**config.mk**
```make
export PLATFORM = sky130hd
export DESIGN_NAME = mesh_out_port
export DESIGN_NICKNAME = d
export VERILOG_FILES = /design/src/rtl/mor_pkg.sv /design/src/rtl/mor_req_gen.sv /design/src/rtl/mor_rr_arb.sv /design/src/rtl/mor_lah_route.sv /design/src/rtl/mor_out_eb.sv /design/src/rtl/mesh_out_port.sv
export SDC_FILE = /design/constraint.sdc
export NUM_CORES = 1
export LEC_CHECK = 0
export BUFFER_PORTS_ARGS = -buffer_cell sky130_fd_sc_hd__buf_2
export CORE_MARGIN = 10
export CORE_UTILIZATION = 55
export CTS_BUF_LIST = sky130_fd_sc_hd__clkbuf_4
export DETAILED_ROUTE_END_ITERATION = 6
export PLACE_DENSITY = 0.84
export SLEW_MARGIN = 20
export SYNTH_ARGS = -nofsm -noshare
export SYNTH_HDL_FRONTEND = slang
export SYNTH_SLANG_ARGS = --single-unit
```
**constraint.sdc**
```tcl
create_clock -name clk -period 17.2 [get_ports clk]
set_input_delay 0.86 -clock clk [delete_from_list [all_inputs] [get_ports clk]]
set_output_delay 0.86 -clock clk [all_outputs]
set_load 0.03 [all_outputs]
```
**src/rtl/mor_pkg.sv**
```systemverilog
`timescale 1ns/1ps
package mor_pkg;

   typedef enum logic [1:0] {
      KIND_HEAD = 2'd0,
      KIND_BODY = 2'd1,
      KIND_TAIL = 2'd2,
      KIND_SOLO = 2'd3
   } flit_kind_e;

   localparam int PORT_W = 3;

   localparam logic [PORT_W-1:0] DIR_LOCAL = 3'd0;
   localparam logic [PORT_W-1:0] DIR_XPOS  = 3'd1;
   localparam logic [PORT_W-1:0] DIR_XNEG  = 3'd2;
   localparam logic [PORT_W-1:0] DIR_YPOS  = 3'd3;
   localparam logic [PORT_W-1:0] DIR_YNEG  = 3'd4;

endpackage

```
**src/rtl/mor_req_gen.sv**
```systemverilog
`timescale 1ns/1ps
module mor_req_gen
   import mor_pkg::*;
#(
   parameter int N_IN     = 5,
   parameter int DATA_W   = 64,
   parameter int OUT_PORT = 1
) (
   input  logic [N_IN-1:0]             in_valid,
   input  logic [N_IN-1:0][DATA_W-1:0] in_flit,
   input  logic                        lock_q,
   input  logic [N_IN-1:0]             owner_q,
   output logic [N_IN-1:0]             req
);
   localparam int KIND_LSB = DATA_W - 2;
   localparam int LAH_LSB  = KIND_LSB - PORT_W;

   for (genvar i = 0; i < N_IN; i++) begin : g_req
      logic [1:0]        kind;
      logic [PORT_W-1:0] lah;
      logic              opens;
      assign kind  = in_flit[i][KIND_LSB +: 2];
      assign lah   = in_flit[i][LAH_LSB +: PORT_W];
      assign opens = ((kind == KIND_HEAD) || (kind == KIND_SOLO)) &&
                     (lah == PORT_W'(OUT_PORT));
      assign req[i] = in_valid[i] & (lock_q ? owner_q[i] : opens);
   end

endmodule

```
**src/rtl/mor_rr_arb.sv**
```systemverilog
`timescale 1ns/1ps
module mor_rr_arb #(
   parameter int N = 5
) (
   input  logic         clk,
   input  logic         rst_n,
   input  logic [N-1:0] req,
   input  logic         en,
   output logic [N-1:0] gnt
);
   localparam int IDX_W = (N > 1) ? $clog2(N) : 1;

   logic [IDX_W-1:0] ptr_q;
   logic [IDX_W-1:0] win;
   logic [N-1:0]     pick;
   logic             found;

   always_comb begin
      pick  = '0;
      win   = '0;
      found = 1'b0;
      for (int k = 0; k < N; k++) begin
         int j;
         j = int'(ptr_q) + k;
         if (j >= N) j = j - N;
         if (!found && req[j]) begin
            pick[j] = 1'b1;
            win     = IDX_W'(j);
            found   = 1'b1;
         end
      end
   end

   assign gnt = en ? pick : '0;

   always_ff @(posedge clk or negedge rst_n) begin
      if (!rst_n) begin
         ptr_q <= '0;
      end else if (en && found) begin
         ptr_q <= (win == IDX_W'(N-1)) ? '0 : win + 1'b1;
      end
   end

   AST_GRANT_ONEHOT: assert property (@(posedge clk) disable iff (!rst_n)
      $onehot0(gnt));
   AST_GRANT_HAS_REQ: assert property (@(posedge clk) disable iff (!rst_n)
      (gnt & ~req) == '0);
   AST_PTR_IDLE_HOLD: assert property (@(posedge clk) disable iff (!rst_n)
      (gnt == '0) |=> $stable(ptr_q));

endmodule

```
**src/rtl/mor_lah_route.sv**
```systemverilog
`timescale 1ns/1ps
module mor_lah_route
   import mor_pkg::*;
#(
   parameter int DATA_W   = 64,
   parameter int COORD_W  = 3,
   parameter int MY_X     = 2,
   parameter int MY_Y     = 2,
   parameter int OUT_PORT = 1
) (
   input  logic [DATA_W-1:0] flit_i,
   output logic [DATA_W-1:0] flit_o
);
   localparam int KIND_LSB = DATA_W - 2;
   localparam int LAH_LSB  = KIND_LSB - PORT_W;
   localparam int DX_LSB   = LAH_LSB - COORD_W;
   localparam int DY_LSB   = DX_LSB - COORD_W;
   localparam int NX = MY_X + ((OUT_PORT == 1) ? 1 : 0) - ((OUT_PORT == 2) ? 1 : 0);
   localparam int NY = MY_Y + ((OUT_PORT == 3) ? 1 : 0) - ((OUT_PORT == 4) ? 1 : 0);

   if (OUT_PORT == 0) begin : g_eject
      assign flit_o = flit_i;
   end else begin : g_hop
      logic [1:0]         kind;
      logic [COORD_W-1:0] dx, dy;
      logic [PORT_W-1:0]  nxt;
      assign kind = flit_i[KIND_LSB +: 2];
      assign dx   = flit_i[DX_LSB +: COORD_W];
      assign dy   = flit_i[DY_LSB +: COORD_W];

      always_comb begin
         if (dx > COORD_W'(NX))      nxt = DIR_XPOS;
         else if (dx < COORD_W'(NX)) nxt = DIR_XNEG;
         else if (dy > COORD_W'(NY)) nxt = DIR_YPOS;
         else if (dy < COORD_W'(NY)) nxt = DIR_YNEG;
         else                        nxt = DIR_LOCAL;
         flit_o = flit_i;
         if ((kind == KIND_HEAD) || (kind == KIND_SOLO))
            flit_o[LAH_LSB +: PORT_W] = nxt;
      end
   end

endmodule

```
**src/rtl/mor_out_eb.sv**
```systemverilog
`timescale 1ns/1ps
module mor_out_eb #(
   parameter int W     = 64,
   parameter int DEPTH = 3
) (
   input  logic                          clk,
   input  logic                          rst_n,
   input  logic                          wr,
   input  logic [W-1:0]                  wr_data,
   input  logic                          rd_ready,
   output logic                          valid,
   output logic [W-1:0]                  data,
   output logic [$clog2(DEPTH+1)-1:0]    count
);
   localparam int CNT_W = $clog2(DEPTH+1);
   localparam int PTR_W = (DEPTH > 1) ? $clog2(DEPTH) : 1;

   logic [W-1:0]     mem [DEPTH];
   logic [PTR_W-1:0] wp_q, rp_q;
   logic [CNT_W-1:0] cnt_q;
   logic             rd;

   function automatic logic [PTR_W-1:0] bump(input logic [PTR_W-1:0] p);
      return (p == PTR_W'(DEPTH-1)) ? '0 : p + 1'b1;
   endfunction

   assign valid = (cnt_q != '0);
   assign data  = mem[rp_q];
   assign count = cnt_q;
   assign rd    = valid & rd_ready;

   always_ff @(posedge clk) begin
      if (wr) mem[wp_q] <= wr_data;
   end

   always_ff @(posedge clk or negedge rst_n) begin
      if (!rst_n) begin
         wp_q  <= '0;
         rp_q  <= '0;
         cnt_q <= '0;
      end else begin
         if (wr) wp_q <= bump(wp_q);
         if (rd) rp_q <= bump(rp_q);
         if (wr && !rd)      cnt_q <= cnt_q + 1'b1;
         else if (rd && !wr) cnt_q <= cnt_q - 1'b1;
      end
   end

   AST_NO_OVERFLOW: assert property (@(posedge clk) disable iff (!rst_n)
      wr |-> (cnt_q < CNT_W'(DEPTH)));
   AST_OUT_HOLD: assert property (@(posedge clk) disable iff (!rst_n)
      (valid && !rd_ready) |=> (valid && $stable(data)));

endmodule

```
**src/rtl/mesh_out_port.sv**
```systemverilog
`timescale 1ns/1ps
module mesh_out_port
   import mor_pkg::*;
#(
   parameter int N_IN     = 5,
   parameter int DATA_W   = 64,
   parameter int MESH_W   = 5,
   parameter int MESH_H   = 5,
   parameter int MY_X     = 2,
   parameter int MY_Y     = 2,
   parameter int OUT_PORT = 1,
   parameter int DEPTH    = 3
) (
   input  logic                        clk,
   input  logic                        rst_n,
   input  logic [N_IN-1:0]             in_valid,
   output logic [N_IN-1:0]             in_ready,
   input  logic [N_IN-1:0][DATA_W-1:0] in_flit,
   output logic                        out_valid,
   input  logic                        out_ready,
   output logic [DATA_W-1:0]           out_flit
);
   localparam int COORD_W  = $clog2((MESH_W > MESH_H) ? MESH_W : MESH_H);
   localparam int CNT_W    = $clog2(DEPTH+1);
   localparam int KIND_LSB = DATA_W - 2;

   if (N_IN < 2) begin : g_chk_nin
      $error("mesh_out_port: N_IN must be at least 2");
   end
   if (DEPTH < 3) begin : g_chk_depth
      $error("mesh_out_port: DEPTH below 3 cannot cover early arbitration");
   end
   if (DATA_W < 2 + PORT_W + 2*COORD_W + 1) begin : g_chk_w
      $error("mesh_out_port: DATA_W too narrow for the header");
   end
   if ((OUT_PORT == 1 && MY_X >= MESH_W-1) || (OUT_PORT == 2 && MY_X == 0) ||
       (OUT_PORT == 3 && MY_Y >= MESH_H-1) || (OUT_PORT == 4 && MY_Y == 0) ||
       (OUT_PORT > 4)) begin : g_chk_port
      $error("mesh_out_port: OUT_PORT leads off the mesh");
   end

   logic [N_IN-1:0]   req, gnt, owner_q;
   logic              lock_q;
   logic              trav_vld_q;
   logic [DATA_W-1:0] trav_flit_q;
   logic [DATA_W-1:0] sel_flit, fwd_flit;
   logic [CNT_W-1:0]  occ;
   logic              space_ok, accept;
   logic [1:0]        sel_kind;

   mor_req_gen #(.N_IN(N_IN), .DATA_W(DATA_W), .OUT_PORT(OUT_PORT)) u_req (
      .in_valid(in_valid), .in_flit(in_flit),
      .lock_q(lock_q), .owner_q(owner_q), .req(req));

   // a slot is reserved for the flit already in traversal; pops are not counted
   assign space_ok = rst_n &&
                     (({1'b0, occ} + (CNT_W+1)'(trav_vld_q)) < (CNT_W+1)'(DEPTH));

   mor_rr_arb #(.N(N_IN)) u_arb (
      .clk(clk), .rst_n(rst_n), .req(req), .en(space_ok), .gnt(gnt));

   assign accept   = |gnt;
   assign in_ready = gnt;

   always_comb begin
      sel_flit = '0;
      for (int i = 0; i < N_IN; i++)
         sel_flit = sel_flit | ({DATA_W{gnt[i]}} & in_flit[i]);
   end
   assign sel_kind = sel_flit[KIND_LSB +: 2];

   mor_lah_route #(.DATA_W(DATA_W), .COORD_W(COORD_W), .MY_X(MY_X), .MY_Y(MY_Y),
                   .OUT_PORT(OUT_PORT)) u_route (
      .flit_i(sel_flit), .flit_o(fwd_flit));

   always_ff @(posedge clk or negedge rst_n) begin
      if (!rst_n) begin
         trav_vld_q <= 1'b0;
         lock_q     <= 1'b0;
         owner_q    <= '0;
      end else begin
         trav_vld_q <= accept;
         if (accept) begin
            if (sel_kind == KIND_HEAD) begin
               lock_q  <= 1'b1;
               owner_q <= gnt;
            end else if (sel_kind == KIND_TAIL) begin
               lock_q  <= 1'b0;
            end
         end
      end
   end

   always_ff @(posedge clk) begin
      if (accept) trav_flit_q <= fwd_flit;
   end

   mor_out_eb #(.W(DATA_W), .DEPTH(DEPTH)) u_oeb (
      .clk(clk), .rst_n(rst_n), .wr(trav_vld_q), .wr_data(trav_flit_q),
      .rd_ready(out_ready), .valid(out_valid), .data(out_flit), .count(occ));

   AST_LOCK_OWNER: assert property (@(posedge clk) disable iff (!rst_n)
      lock_q |-> ((in_ready & ~owner_q) == '0));
   AST_READY_VALID: assert property (@(posedge clk) disable iff (!rst_n)
      (in_ready & ~in_valid) == '0);
   AST_FULL_BLOCKS: assert property (@(posedge clk) disable iff (!rst_n)
      (occ == CNT_W'(DEPTH)) |-> (in_ready == '0));

endmodule

```
==> results.cfg <==
[placed_design]
dp_cells = 1728
dp_hpwl_mm = 31.9
place_ws_ns = 11.24
port_buffers = 397
gp_congestion = 0.974

[clock_network]
tritoncts = built
cts_root_buf = clkbuf_4
clkTransAtPathRegs_ns = 0.06
cts_max_level = 3
clk_latency_ns = 0.66
cts_hold_buffers = 0
numClockSinks = 272
post_cts_buffers = 0
cts_resized = 0
max-clock-path-buffers = 3
cts_inserted_buffers = 69

[synth]
synth_area_leaders = edfxtp_1 58%, mux2i_1 5.2%, nand2_1 4.9%
postSynthCellCount = 1071
synth_common_cells = 256 x edfxtp_1, 173 x nand2_1, 81 x o21ai_0
syn-cell-area_um2 = 13300
yosysTopAreaCellShare = 0.577
ys_async_sr_fraction = 0.0588
synth_seq_cells = 272
synth_edf_count = 256
synthFlopType = edfxtp_1
yosysMostFrequentCell = edfxtp_1
synth_top_area_cell = edfxtp_1
synth.avg_cell_area_um2 = 12.5
syn_nets = 1423
yosysUniqueCellTypes = 80
ys_warn_count = 0
seq_area_frac_synth = 0.607

[final_layout]
fillers = 1712
seq_area_um2 = 8100
nets = 1832
drive_gt1_frac = 0.366
area.growth.synth_to_final_pct = 23.2
multi_input_area_um2 = 4840
fin_cells = 1851

[routing]
final_antenna_net_count = 0
viasPerCell = 6.07
vias = 11200
dr.pass1.iters = 7
drt-initial-drc-count = 1274
routedWlPerCell_um = 23.9
drc_errors = 9
routed_wl_mm = 44.3

[pwr]
powerDensity_nw_per_um2 = 81.8
seqPwrFrac = 0.531
irDropWorstVdd_mv = 0.0485
p_sw_frac = 0.202
power_frac_comb = 0.033
p_sw_mw = 0.271
p_clk_frac = 0.436
p_total_mw = 1.34
power.leakage_nw = 7.00
p_int_mw = 1.07

[worst_setup_path]
startpoint_type = register
critical_path_class = reg -> out
r2r_cells = 16
end_kind = output port
reg2reg_to = trav_flit_q[61]
cp_max_fo = 38
worstPathArrival_ns = 5.86
reg2reg_from = u_arb.ptr_q[1]
worstPathRequired_ns = 16.34
r2r_setup_slack_ns = 11.13

[floorplan]
boundaryPins = 398
die_h_um = 176
rows = 56
fp.dieW_um = 176
die_area_um2 = 30900
core-area_um2 = 23700
start_util = 0.563

[sta]
rsz0062_at_grt = false
setup_viol = 0
hold_viol_final = 0
post-route-period-util = 0.391
worst_pin_slew_ns = 1.09
slew_headroom = 0.277
setup_tns_ns = 0
skew_ns = 0.0398
setup_slack_ns = 10.48
max_clock_freq_mhz = 149
finalCriticalPeriod_ns = 6.72
final-max-slew-violation-count = 0

[global_routing]
grt_pass1_wl_mm = 65.0
globalRoute.totalOverflow = 0
grt_max_degree = 91
grtUsageTotal = 0.270
grt_pass1_vias = 11600
grt_antenna_before_repair = 4

[flow_run]
max_cap_violations = 0

[hold_path]
hp-class = in -> async

[run_status]
status = finished, violations left
violations = design-rule violations
## registers in the layout (all words and copies together) (netlist names)
name	count
lock_q	1
u_oeb.rp_q	2
u_oeb.mem	192
u_oeb.count	2
trav_vld_q	1
owner_q	5
u_oeb.wp_q	2
u_arb.ptr_q	3
trav_flit_q	64
## worst max-delay path, cell delays in order (launching register included)
cell	delay, ns
dfrtp_1	0.65
inv_1	0.31
ha_1	0.73
clkinv_1	0.45
o21ai_0	0.26
a221oi_1	0.10
o211ai_1	0.23
nand2b_4	0.13
or3_1	0.51
nor4_1	0.32
o31a_2	0.63
buf_4	0.57
buf_2	0.30
## worst max path at each step
stage | start | end | slack [ns]
finish | u_arb.ptr_q[1] | in_ready[2] | 10.48
global route | u_arb.ptr_q[1] | in_ready[2] | 10.24
CTS | u_arb.ptr_q[1] | in_ready[2] | 10.58
detailed placement | u_arb.ptr_q[1] | lock_q | 11.24
global placement | u_arb.ptr_q[1] | in_ready[2] | 11.37
floorplan | trav_vld_q | u_oeb.mem[1][0] | 11.44
## power groups by stage
stage          registers, mW  clock network, mW  logic (mW)
5_1_grt                0.712              0.632      0.0473
4_1_cts                0.713              0.597      0.0432
3_5_place_dp           0.727                  0      0.0430
2_1_floorplan          0.727                  0     0.00210
6_report               0.713              0.586      0.0440
3_3_place_gp           0.727                  0      0.0419
## metal layers
layer	part of all wire	vias to the layer above	GRT usage
met4	0.028	0	0.102
li1	-	5083	-
met5	0	-	0
met2	0.50	696	0.455
met1	0.38	5383	0.324
met3	0.093	79	0.0725
## stage by stage
stage,hold slack [ns],utilization,cell area [µm²]
global placement,0.441,0.653,15500
global route,0.119,0.694,16400
detailed placement,0.455,0.653,15500
floorplan,0.437,-,13300
CTS,0.107,0.693,16400
finish,0.147,0.694,16400
## final cells by class
cell class | count | share of cell area
Timing Repair Buffer | 409 | 0.126
Clock inverter | 18 | 0.0111
Tap cell | 319 | 0.0243
Multi-Input combinational cell | 712 | 0.295
Antenna cell | 3 | 0.000457
Clock buffer | 102 | 0.0466
Inverter | 16 | 0.00366
Sequential cell | 272 | 0.493
## cells in the final DEF, fill, tap and decap left out, types with 4 or more instances in the layout
| cell type | synthesis | layout |
|---|---|---|
| mux2i_1 | 69 | 69 |
| nand2_1 | 173 | 172 |
| a21o_1 | 9 | 9 |
| o211ai_1 | 6 | 6 |
| a222oi_1 | 60 | 60 |
| ha_1 | 23 | 23 |
| edfxtp_1 | 256 | 256 |
| nand4_1 | 4 | 4 |
| bufinv_16 | 0 | 4 |
| buf_2 | 28 | 397 |
| a211o_1 | 5 | 5 |
| a31oi_1 | 8 | 8 |
| nor2b_1 | 5 | 5 |
| o22ai_1 | 7 | 7 |
| dfrtp_1 | 16 | 14 |
| xnor2_1 | 11 | 11 |
| nand3_1 | 17 | 17 |
| and3_1 | 6 | 6 |
| nor3_1 | 11 | 10 |
| a22oi_1 | 67 | 67 |
| nand2b_1 | 7 | 7 |
| o21ai_0 | 81 | 81 |
| inv_1 | 13 | 13 |
| a21oi_1 | 20 | 20 |
| buf_4 | 13 | 12 |
| clkinv_1 | 1 | 10 |
| and2_1 | 4 | 4 |
| or3_1 | 6 | 6 |
| inv_2 | 2 | 4 |
| clkbuf_4 | 0 | 102 |
| nor2_1 | 34 | 33 |
## kinds of logic (layout without fill, tap and decap cells)
group                      Yosys count  count (layout)  synth area share
xor gates and xnor gates            15              15            0.0104
and+or+nand+nor                    293             293             0.102
DFF                                272             272             0.607
other                                0               3                 0
buffers and inverters               87             545            0.0325
muxes                               72              72            0.0543
adders and majority gates           24              24            0.0231
AOI/OAI and AO/OA                  308             308             0.172
(Power assumes the default switching activity.)
